===== src/rtl/rrs_pkg.sv =====
package rrs_pkg;

    localparam int CFG_W    = 4;
    localparam int SLOT_W   = 6;
    localparam int LEN_STD  = 42;
    localparam int LEN_ALT  = 40;

    typedef enum logic [1:0] {
        GEAR_EQUAL = 2'b00,
        GEAR_FAST  = 2'b01,
        GEAR_SLOW  = 2'b10,
        GEAR_SPARE = 2'b11
    } gear_e;

    typedef struct packed {
        logic [SLOT_W-1:0] slot;
        logic [SLOT_W-1:0] len;
    } frame_st_t;

    typedef struct packed {
        logic [CFG_W-1:0] frames;
    } ivl_st_t;

    function automatic logic [SLOT_W-1:0] frame_len(gear_e g);
        return (g == GEAR_SLOW) ? SLOT_W'(LEN_ALT) : SLOT_W'(LEN_STD);
    endfunction

endpackage


===== src/rtl/rrs_frame_timer.sv =====
module rrs_frame_timer
    import rrs_pkg::*;
(
    input  logic       clk,
    input  logic       rst_n,
    input  logic       enable,
    input  logic       slot_tick,
    input  logic [1:0] gear_sel,
    output logic       frame_end
);

    frame_st_t         st_d, st_q;
    logic [SLOT_W-1:0] eff_len;

    always_comb begin
        st_d    = st_q;
        // The length is taken from the select at the first slot of a frame.
        eff_len = (st_q.slot == '0) ? frame_len(gear_e'(gear_sel)) : st_q.len;
        frame_end = enable && slot_tick && (st_q.slot == eff_len - SLOT_W'(1));
        if (!enable) begin
            st_d.slot = '0;
        end else if (slot_tick) begin
            if (st_q.slot == '0) begin
                st_d.len = eff_len;
            end
            st_d.slot = frame_end ? '0 : st_q.slot + SLOT_W'(1);
        end
    end

    always_ff @(posedge clk) begin
        if (!rst_n) begin
            st_q.slot <= '0;
            st_q.len  <= SLOT_W'(LEN_STD);
        end else begin
            st_q <= st_d;
        end
    end

endmodule


===== src/rtl/rrs_interval_timer.sv =====
module rrs_interval_timer
    import rrs_pkg::*;
(
    input  logic             clk,
    input  logic             rst_n,
    input  logic [CFG_W-1:0] interval_cfg,
    input  logic             frame_end,
    output logic             expire
);

    ivl_st_t          st_d, st_q;
    logic [CFG_W:0]   next_cnt;

    always_comb begin
        st_d     = st_q;
        next_cnt = {1'b0, st_q.frames} + (CFG_W+1)'(1);
        // ">=" keeps the interval bounded if the setting shrinks mid-count.
        expire   = frame_end && (next_cnt >= {1'b0, interval_cfg});
        if (interval_cfg == '0) begin
            st_d.frames = '0;
        end else if (frame_end) begin
            st_d.frames = expire ? '0 : next_cnt[CFG_W-1:0];
        end
    end

    always_ff @(posedge clk) begin
        if (!rst_n) begin
            st_q <= '0;
        end else begin
            st_q <= st_d;
        end
    end

endmodule


===== src/rtl/rrs_request_queue.sv =====
module rrs_request_queue #(
    parameter  int RANKS    = 8,
    parameter  int PEND_MAX = 4,
    localparam int RANK_W   = $clog2(RANKS),
    localparam int PEND_W   = $clog2(PEND_MAX + 1)
) (
    input  logic              clk,
    input  logic              rst_n,
    input  logic              enable,
    input  logic              expire,
    input  logic              ack,
    output logic              valid,
    output logic [RANK_W-1:0] rank
);

    typedef struct packed {
        logic [PEND_W-1:0] pend;
        logic [RANK_W-1:0] rank;
    } queue_st_t;

    queue_st_t st_d, st_q;
    logic      take;

    always_comb begin
        st_d  = st_q;
        valid = (st_q.pend != '0);
        rank  = st_q.rank;
        take  = ack && valid;
        if (!enable) begin
            st_d = '0;
        end else begin
            if (take) begin
                st_d.rank = (st_q.rank == RANK_W'(RANKS - 1)) ? '0
                                                             : st_q.rank + RANK_W'(1);
            end
            unique case ({expire, take})
                2'b10: if (st_q.pend != PEND_W'(PEND_MAX))
                           st_d.pend = st_q.pend + PEND_W'(1);
                2'b01: st_d.pend = st_q.pend - PEND_W'(1);
                default: st_d.pend = st_q.pend;
            endcase
        end
    end

    always_ff @(posedge clk) begin
        if (!rst_n) begin
            st_q <= '0;
        end else begin
            st_q <= st_d;
        end
    end

endmodule


===== src/rtl/rank_refresh_sched.sv =====
module rank_refresh_sched
    import rrs_pkg::*;
#(
    parameter  int RANKS    = 8,
    parameter  int PEND_MAX = 4,
    localparam int RANK_W   = $clog2(RANKS)
) (
    input  logic              clk,
    input  logic              rst_n,
    input  logic              slot_tick,
    input  logic [1:0]        gear_sel,
    input  logic [CFG_W-1:0]  interval_cfg,
    input  logic              req_ack,
    output logic              req_valid,
    output logic [RANK_W-1:0] req_rank
);

    logic enable;
    logic frame_end;
    logic expire;

    assign enable = (interval_cfg != '0);

    rrs_frame_timer u_frame (
        .clk       (clk),
        .rst_n     (rst_n),
        .enable    (enable),
        .slot_tick (slot_tick),
        .gear_sel  (gear_sel),
        .frame_end (frame_end)
    );

    rrs_interval_timer u_ivl (
        .clk          (clk),
        .rst_n        (rst_n),
        .interval_cfg (interval_cfg),
        .frame_end    (frame_end),
        .expire       (expire)
    );

    rrs_request_queue #(
        .RANKS    (RANKS),
        .PEND_MAX (PEND_MAX)
    ) u_queue (
        .clk    (clk),
        .rst_n  (rst_n),
        .enable (enable),
        .expire (expire),
        .ack    (req_ack),
        .valid  (req_valid),
        .rank   (req_rank)
    );

endmodule


===== config.mk =====
export PLATFORM = sky130hd
export DESIGN_NAME = rank_refresh_sched
export DESIGN_NICKNAME = d
export VERILOG_FILES = /design/src/rtl/rrs_pkg.sv /design/src/rtl/rrs_frame_timer.sv /design/src/rtl/rrs_interval_timer.sv /design/src/rtl/rrs_request_queue.sv /design/src/rtl/rank_refresh_sched.sv
export SDC_FILE = /design/constraint.sdc
export NUM_CORES = 1
export LEC_CHECK = 0
export BUFFER_PORTS_ARGS = -buffer_cell sky130_fd_sc_hd__buf_4
export CAP_MARGIN = 10
export CORE_AREA = 8 8 77 79
export CTS_BUF_LIST = sky130_fd_sc_hd__clkbuf_4 sky130_fd_sc_hd__clkbuf_8
export DETAILED_ROUTE_END_ITERATION = 8
export DIE_AREA = 0 0 85 87
export SLEW_MARGIN = 20
export SYNTH_ARGS = -nofsm -noshare
export SYNTH_HDL_FRONTEND = slang
export SYNTH_SLANG_ARGS = --single-unit

===== constraint.sdc =====
create_clock -name clk -period 3.93 [get_ports clk]
set_input_delay 0.786 -clock clk [delete_from_list [all_inputs] [get_ports clk]]
set_output_delay 0.786 -clock clk [all_outputs]
set_load 0.005 [all_outputs]

# After elaboration in Yosys (flattened, before gate mapping)
# Index checks and enable logic that the tools add are counted.
totals:
  regBits: 22
  input_bits: 10
  out_inout_bits: 4
  word_cells: 40
op_classes:
  n_addsub: 6
  n_lt_le_gt_ge: 1
  n_eq_ne: 7
  n_mux: 7
  bitwise: 1
  n_reduce_logical: 13
op_table:
  columns: ["operator", "count"]
  rows:
  - ["$mux W6", 2]
  - ["$add A3 B1 Y3 const B", 2]
  - ["$add A6 B1 Y6 const B", 1]
  - ["$eq A6 B6 Y1", 1]
  - ["$logic_not A6 Y1", 1]
  - ["$mux W3", 2]
  - ["$pmux W3 S2", 1]
  - ["$sub A6 B1 Y6 const B", 1]
  - ["$add A4 B1 Y5 const B", 1]
  - ["$ge A5 B4 Y1", 1]
  - ["$eq A2 B2 Y1 const B", 2]
  - ["$logic_and A1 B1 Y1", 4]
  - ["$logic_not A4 Y1", 1]
  - ["$mux W4", 1]
  - ["$reduce_and A2 Y1", 2]
  - ["$reduce_bool A4 Y1", 1]
  - ["$eq A3 B3 Y1 const B", 1]
  - ["$ne A3 B3 Y1 const B", 1]
  - ["$reduce_and A3 Y1", 1]
  - ["$reduce_bool A3 Y1", 1]
  - ["$sub A3 B1 Y3 const B", 1]
  - ["$eq A2 B1 Y1 const B", 1]
  - ["$mux W2", 1]
  - ["$ne A2 B1 Y1 const B", 1]
  - ["3 further kinds", 3]

# Longest topological paths before layout
# Gate-level depths: netlist (run 1).
logic_depth:
  depth_word: 10
  ltp_mapped: 15
  depth_no_buf: 15

# Modules after synthesis
# From an unflattened synthesis (run 1), not the netlist that was laid out.
hier_totals:
  cells_unflattened: 157
  hier_area_um2: 1426.4
by_module_without_submodules:
  columns: ["mod", "instances", "cells_per_inst", "area_per_inst_um2", "seq_area_each_um2"]
  rows:
  - ["rrs_frame_timer", 1, 73, 668.1, 240.2]
  - ["rrs_request_queue", 1, 47, 421.7, 120.1]
  - ["rrs_interval_timer", 1, 36, 329.1, 80.1]
  - ["rank_refresh_sched", 1, 1, 7.5, 0.0]

# Least setup slack after synthesis (run 1)
# Ideal clock, no wire load.
synth_path:
  path_type: "register to register"
  from: "reg u_frame.st_q[6] in the netlist's numbering"
  to: "reg u_queue.st_q[5] in the netlist's numbering"
  setup_time_ns: 0.072
  arrival_time_ns: 3.331
  required_time_ns: 3.858
  slack_ns: 0.527
  path_stages_with_launch: 16
  path_buffers: 0
  period_less_slack_ns: 3.403
  cell_sequence: "dfxtp_1 inv_1 ha_1 or4b_2 nor2_1 mux2i_1 ha_1 nor3b_1 xnor2_1 a21oi_1 o211ai_1 nand2_1 fa_1 and3_1 a2bb2oi_1 mux2i_1"
synth_between:
  elab_chain_cells: 9
  elab_cells_between_ends: 12
  cone_classes: "1 x add/sub; 4 x eq/ne; 2 x mux; 5 x reduce/logical"
synth_rtl:
  columns: ["element", "line", "text"]
  rows:
  - ["start, declared", "rrs_frame_timer.sv:12", "frame_st_t st_d, st_q;"]
  - ["start signal, assigned", "rrs_frame_timer.sv:35", "st_q <= st_d;"]
  - ["$logic_not A6 Y1", "rrs_frame_timer.sv:18", "eff_len = (st_q.slot == '0) ? frame_len(gear_e'(gear_sel)) : st_q.len;"]
  - ["$mux W6", "rrs_frame_timer.sv:18", null]
  - ["$sub A6 B1 Y6", "rrs_frame_timer.sv:19", "frame_end = enable && slot_tick && (st_q.slot == eff_len - SLOT_W'(1));"]
  - ["$eq A6 B6 Y1 (*)", "rrs_frame_timer.sv:19", null]
  - ["$logic_and A1 B1 Y1 (*)", "rrs_frame_timer.sv:19", null]
  - ["$logic_and A1 B1 Y1 (*)", "rrs_interval_timer.sv:18", "expire = frame_end && (next_cnt >= {1'b0, interval_cfg});"]
  - ["$eq A2 B2 Y1 or $eq A2 B1 Y1 (tied branches)", "rrs_request_queue.sv:36", "unique case ({expire, take})"]
  - ["$ne A2 B1 Y1 (no line) or $reduce_bool A2 Y1 (tied branches)", null, null]
  - ["$reduce_and A2 Y1 (no line)", null, null]
  - ["end signal, assigned", "rrs_request_queue.sv:49", "st_q <= st_d;"]
  - ["end, declared", "rrs_request_queue.sv:21", "queue_st_t st_d, st_q;"]
# Mark *: on every way between the ends. The rest lies on a longest branch, timed or not.
# A chain may end at the register's enable or synchronous reset.

# Final worst setup path (run 1)
# Ends and elaborated chain as after synthesis.

==> results of run 1 <==
-- final timing paths --
path / endpoint / depth (start not counted)
max: u_queue.st_q[5] / 15
min: u_frame.st_q[5] / 1
max reg2reg: u_queue.st_q[5] / 15
min reg2reg: u_frame.st_q[5] / 1
-- cell usage after synthesis --
master     count  area, sq um
a2111o_1       1         11.3
a211o_1        2         17.5
a211oi_1       1         7.51
a21oi_1        8         40.0
a221oi_2       1         15.0
a2bb2oi_1      2         17.5
and2_1         1         6.26
and3_1         5         31.3
buf_2          1         5.00
buf_4          3         22.5
buf_6          1         11.3
clkbuf_1       2         7.51
dfxtp_1       22          440
fa_1           1         20.0
ha_1          10          125
inv_1          8         30.0
mux2_2         1         11.3
mux2i_1        4         40.0
nand2_1       19         71.3
nand2b_1       7         43.8
nand3_1        5         25.0
nand3b_1       1         7.51
nand4_1        2         12.5
nor2_1        13         48.8
nor2b_1        1         6.26
nor3_1         1         5.00
nor3b_1        1         7.51
nor4_1         1         6.26
nor4b_1        1         8.76
o211ai_1       2         15.0
o21a_1         1         7.51
o21ai_0        3         15.0
o21ai_2        1         8.76
o31a_1         1         8.76
o31ai_1        1         7.51
o41a_1         2         22.5
o41ai_1        1         8.76
or2_2          2         12.5
or3_1          4         25.0
or4_1          2         15.0
or4b_2         1         10.0
xnor2_1        6         52.6
xnor3_1        1         22.5
xor2_1         5         43.8
-- power by group --
part	leakage [nW]	switching [mW]	internal (mW)
Combinational	0.446	0.0492	0.0450
Clock	0.0216	0.0711	0.0684
Sequential	0.178	0.00827	0.231
-- area by class of cell --
class	instances	area, sq um
inverter	8	30.0
fill	503	3290
multi-input combinational	122	868
timing repair buffer	14	105
tap	56	70.1
sequential	22	440
clock buffer	3	41.3
-- registers in the layout (all words and copies together), names as in the netlist --
| register | flops |
|---|---|
| u_queue.rank | 3 |
| u_queue.st_q | 3 |
| u_frame.st_q | 12 |
| u_ivl.st_q | 4 |
-- cell usage in the layout, fill, tap and decap left out, types with 2 or more instances in the layout --
master	Yosys	final
mux2i_1	4	4
a21oi_1	8	8
o21ai_0	3	3
inv_1	8	8
buf_4	3	14
a2bb2oi_1	2	2
nor2_1	13	12
nand2b_1	7	7
nand2_1	19	19
o211ai_1	2	2
xor2_1	5	5
dfxtp_1	22	22
or4_1	2	2
or2_2	2	2
xnor2_1	6	6
o41a_1	2	2
ha_1	10	10
clkbuf_8	0	3
and3_1	5	5
nand3_1	5	5
or3_1	4	4
nand4_1	2	2
a211o_1	2	2
-- per-stage QoR --
| step | std cells | instance area (sq um) |
|---|---|---|
| after floorplan | 159 | 1380 |
| after global placement | 222 | 1510 |
| after detailed placement | 222 | 1510 |
| after CTS | 225 | 1550 |
| after global routing | 225 | 1560 |
| final | 225 | 1560 |
-- layer usage --
layer | up-vias | GRT usage [%]
met2 | 28 | 11.8
li1 | 579 | -
met3 | 2 | 1.13
met1 | 490 | 9.12
met5 | - | 0
met4 | 0 | 4.37
-- worst max-delay path: cells and delay by family (launching register included) --
family	cells	cell delay, ns
flops	1	0.36
buf+inv	1	0.11
mux	2	0.43
fa+ha+maj	3	0.72
compound gates	3	0.55
simple gates	5	1.24
xor+xnor	1	0.14
-- kinds of logic (layout without fill, tap and decap cells) --
logic type                 Yosys count  count (layout)  share of synthesized area, %
AOI/OAI and AO/OA                   27              27                          14.7
xor gates and xnor gates            12              12                          8.63
adders and majority gates           11              11                          10.5
buffers and inverters               15              25                          5.54
DFF                                 22              22                          32.0
muxes                                5               5                          3.72
and+or+nand+nor                     67              67                          24.9
==> results.sh, run 1 <==
export IMPL_status="finished, final reports clean"
export IMPL_topRoutingLayerUsed="met4"
export IMPL_nNetsFinal=192
export IMPL_drt_iter0_markers=55
export IMPL_dr_wl_met2_mm=1.14
export IMPL_grt_overflow_total=0
export IMPL_firstDrtPassIters=5
export IMPL_min_path_type="reg2reg"
export IMPL_ir_worst_vdd_uv=94.7
export IMPL_cts_hold_buf=0
export IMPL_drc=0
export IMPL_syn_avg_cell_area_sq_um=8.66
export IMPL_total_power_uw=473
export IMPL_grt_pass1_wl_mm=4.55
export IMPL_cts_setup_buffers=0
export IMPL_num_io_pins=14
export IMPL_htree_num_levels=1
export IMPL_r2r_slack_ns=0.32
export IMPL_period_needed_ns=3.61
export IMPL_startpoint="u_frame.st_q[6]"
export IMPL_critPathCaptureType="flip-flop"
export IMPL_leakage_nw=0.645
export IMPL_dp_final_hpwl_mm=2.01
export IMPL_fin_ws_ns=0.319
export IMPL_rsz0062_at_grt="no"
export IMPL_crit_type="reg2reg"
export IMPL_ant_nets=0
export IMPL_worst_setup_path_start_kind="flip-flop"
export IMPL_io_buffer_count=13
export IMPL_initial_core_util_pct=28.4
export IMPL_hold_viol_final=0
export IMPL_grtUsageTotal_pct=7.36
export IMPL_setup_tns_ns=0
export IMPL_cts_resized=0
export IMPL_cp_cell_sequence="inv_1, ha_1, or4b_2, nor2_2, mux2i_1, ha_1, nor3b_2, xnor2_1, a21oi_1, o211ai_1, nand2_1, fa_1, and3_1, a2bb2oi_1, mux2i_1"
export IMPL_crit_required_ns=4.12
export IMPL_max_freq_ghz=0.277
export IMPL_reg2reg_from="u_frame.st_q[6]"
export IMPL_place_gp_congestion=0.803
export IMPL_synth_seq_area_share_pct=32.0
export IMPL_fin_skew_ns=0.00345
export IMPL_worstHoldStart="u_frame.st_q[5]"
export IMPL_wl_met3_um=115
export IMPL_final_util_pct=32.1
export IMPL_synth_nets=180
export IMPL_dieArea_sq_um=7400
export IMPL_synth_cells=159
export IMPL_crit_path_max_fanout=5
export IMPL_row_count=26
export IMPL_maxSlewHeadroom_pct=71.3
export IMPL_power_density_nw_per_um2=304
export IMPL_avgViaCountPerCell=4.88
export IMPL_numCtsBuffers=3
export IMPL_cts_tree="built"
export IMPL_worstSkewPairLatency_ns=0.26
export IMPL_hold_slack_ns=0.471
export IMPL_grt_max_degree=12
export IMPL_fin_crit_sh_pct=91.9
export IMPL_worstMarginPinSlew_ns=0.430
export IMPL_drive_gt1_share_pct=14.8
export IMPL_diodes=0
export IMPL_syn_area_sq_um=1380
export IMPL_netlist_cell_type_count=44
export IMPL_critPathSlowestCell="or4b_2"
export IMPL_cp_data_arrival_time_ns=3.80
export IMPL_clk_pin_slew_ns=0.08
export IMPL_drv_cap=0
export IMPL_ys_ff_latch=22
export IMPL_wl_per_cell_um=11.4
export IMPL_wirelength_mm=2.56
export IMPL_slowest_delay_ns=0.62
export IMPL_final_setup_viol_count=0
export IMPL_die_h_um=87
export IMPL_clock_sinks=22
export IMPL_antenna_found_initial=0
export IMPL_place_ws_ns=0.254
export IMPL_drv_slew=0
export IMPL_grt_pass1_vias=1020
export IMPL_wl_met1_mm=1.26
export IMPL_root_buffer="clkbuf_8"
export IMPL_num_vias=1099
export IMPL_core_sq_um=4850
export IMPL_ys_warn_count=0
export IMPL_cts_max_path_buffers=2
export IMPL_area_growth_pct=12.9
export IMPL_die_w_um=85
Power figures use the tool's default switching activity.
==> run 2, diff against run 1 <==
- CORE_AREA: 8 8 77 79 -> 2 2 71 73
- DIE_AREA: 0 0 85 87 -> 0 0 73 75
==> run 2 against run 1 <==
Core utilization is 1.2 points higher. Design area fell by 0.16%. Final cell count is 0.89% lower. Worst hold slack better by 0.0035 ns. Maximum frequency grew 0.91%. Clock power about the same. Clock skew is 0.0022 ns lower. Die area is 26% lower. Register-to-register slack gained 0.03 ns. Combinational power barely moved.
==> results.sh, run 2 (same netlist as run 1, synthesis figures left out) <==
export IMPL_area_growth_pct=12.7
export IMPL_avgViaCountPerCell=4.95
export IMPL_worst_setup_path_start_kind="flip-flop"
export IMPL_place_gp_congestion=0.780
export IMPL_io_buffer_count=13
export IMPL_num_vias=1104
export IMPL_initial_core_util_pct=29.6
export IMPL_firstDrtPassIters=4
export IMPL_layout_commonest_cell="dfxtp_1"
export IMPL_diodes=0
export IMPL_grtUsageTotal_pct=10.3
export IMPL_placed_cell_area_sq_um=1500
export IMPL_cts_max_path_buffers=2
export IMPL_dieArea_sq_um=5480
export IMPL_numCtsBuffers=3
export IMPL_mostFrequentLayoutCells="22 x dfxtp_1, 19 x nand2_1, 14 x buf_4, 12 x nor2_1, 10 x ha_1"
export IMPL_cp_data_arrival_time_ns=3.77
export IMPL_drive_gt1_share_pct=14.8
export IMPL_num_io_pins=14
export IMPL_cts_tree="built"
export IMPL_largestRegisters="u_frame.st_q: 12 flops, u_ivl.st_q: 4 flops"
export IMPL_placed_cells=220
export IMPL_min_path_type="reg2reg"
export IMPL_maxSlewHeadroom_pct=71.6
export IMPL_reg2reg_from="u_frame.st_q[6]"
export IMPL_largest_reg_flops=12
export IMPL_status="finished, final reports clean"
export IMPL_drt_iter0_markers=44
export IMPL_grt_pass1_vias=1045
export IMPL_startpoint="u_frame.st_q[6]"
export IMPL_die_h_um=75
export IMPL_final_area_sq_um=1550
export IMPL_grt_overflow_total=0
export IMPL_row_count=25
export IMPL_root_buffer="clkbuf_8"
export IMPL_critPathCaptureType="flip-flop"
export IMPL_clk_pin_slew_ns=0.08
export IMPL_crit_path_max_fanout=5
export IMPL_crit_required_ns=4.13
export IMPL_r2r_end="u_queue.st_q[5]"
export IMPL_r2r_slack_ns=0.35
export IMPL_min_to="u_frame.st_q[5]"
export IMPL_cts_hold_buf=0
export IMPL_drv_cap=0
export IMPL_die_w_um=73
export IMPL_fin_skew_ns=0.00129
export IMPL_htree_num_levels=1
export IMPL_final_util_pct=33.3
export IMPL_fin_crit_sh_pct=91.0
export IMPL_stdcell_count=223
export IMPL_worstHoldStart="u_frame.st_q[5]"
export IMPL_worstSkewPairLatency_ns=0.26
export IMPL_whs_path_depth=1
export IMPL_ant_nets=0
export IMPL_leakage_nw=0.645
export IMPL_crit_type="reg2reg"
export IMPL_final_setup_viol_count=0
export IMPL_wirelength_mm=2.50
export IMPL_wl_per_cell_um=11.2
export IMPL_clock_sinks=22
export IMPL_nNetsFinal=192
export IMPL_rsz0062_at_grt="no"
export IMPL_grt_pass1_wl_mm=4.46
export IMPL_antenna_found_initial=0
export IMPL_cts_setup_buffers=0
export IMPL_period_needed_ns=3.58
export IMPL_setup_tns_ns=0
export IMPL_hold_viol_final=0
export IMPL_cts_resized=0
export IMPL_drc=0
export IMPL_max_freq_ghz=0.279
export IMPL_ir_worst_vdd_uv=101
export IMPL_worstMarginPinSlew_ns=0.427
export IMPL_core_sq_um=4660
export IMPL_dp_final_hpwl_mm=1.96
export IMPL_r2r_cells=15
export IMPL_largest_register="u_frame.st_q"
export IMPL_grt_max_degree=12
export IMPL_drv_slew=0
export IMPL_power_density_nw_per_um2=305
-- run 2: cell counts in the layout (fill, tap and decap cells not counted) --
Identical to the previous run, type by type.
-- run 2: worst max-delay path by stage --
stage	endpoint	slack (ns)	depth (start not counted)
2_1_floorplan	u_queue.st_q[5]	0.53	15
3_3_place_gp	u_queue.st_q[5]	0.36	15
3_5_place_dp	u_queue.st_q[5]	0.25	15
4_1_cts	u_queue.st_q[5]	0.22	15
5_1_grt	u_queue.st_q[5]	0.04	15
6_report	u_queue.st_q[5]	0.35	15
-- run 2: final cells by class --
class | instances | area, sq um
well taps | 54 | 67.6
multi-input cells | 122 | 868
inverters | 8 | 30.0
clock buffers | 3 | 41.3
flip-flops and latches | 22 | 440
fillers | 475 | 3110
repair buffers | 14 | 105
-- run 2: routing by layer --
layer / up-vias / part of all wire, % / GRT usage [%]
li1: 579 / - / -
met1: 503 / 52 / 13.9
met2: 17 / 43 / 16.3
met3: 5 / 2.8 / 1.47
met4: 0 / 1.9 / 4.94
met5: - / 0 / 0
-- run 2: stage by stage --
step / setup WS, ns / total power, mW / hold slack, ns
6_report: 0.352 / 0.474 / 0.475
5_1_grt: 0.0387 / 0.503 / 0.504
4_1_cts: 0.218 / 0.482 / 0.477
3_5_place_dp: 0.247 / 0.339 / 0.457
3_3_place_gp: 0.359 / 0.339 / 0.451
2_1_floorplan: 0.527 / 0.310 / 0.439
-- run 2: where the power goes --
group / switching, mW / internal, mW / leakage, nW
Sequential: 0.00824 / 0.231 / 0.178
Clock: 0.0715 / 0.0685 / 0.0216
Combinational: 0.0489 / 0.0455 / 0.446
-- run 2: critical path, cell delays in order, from the launching register on --
cell       delay [ns]
dfxtp_1          0.36
inv_1            0.11
ha_1             0.16
or4b_2           0.63
nor2_2           0.16
mux2i_1          0.20
ha_1             0.18
nor3b_2          0.19
xnor2_1          0.14
a21oi_1          0.08
o211ai_1         0.27
nand2_1          0.11
fa_1             0.37
and3_1           0.17
a2bb2oi_1        0.18
mux2i_1          0.20
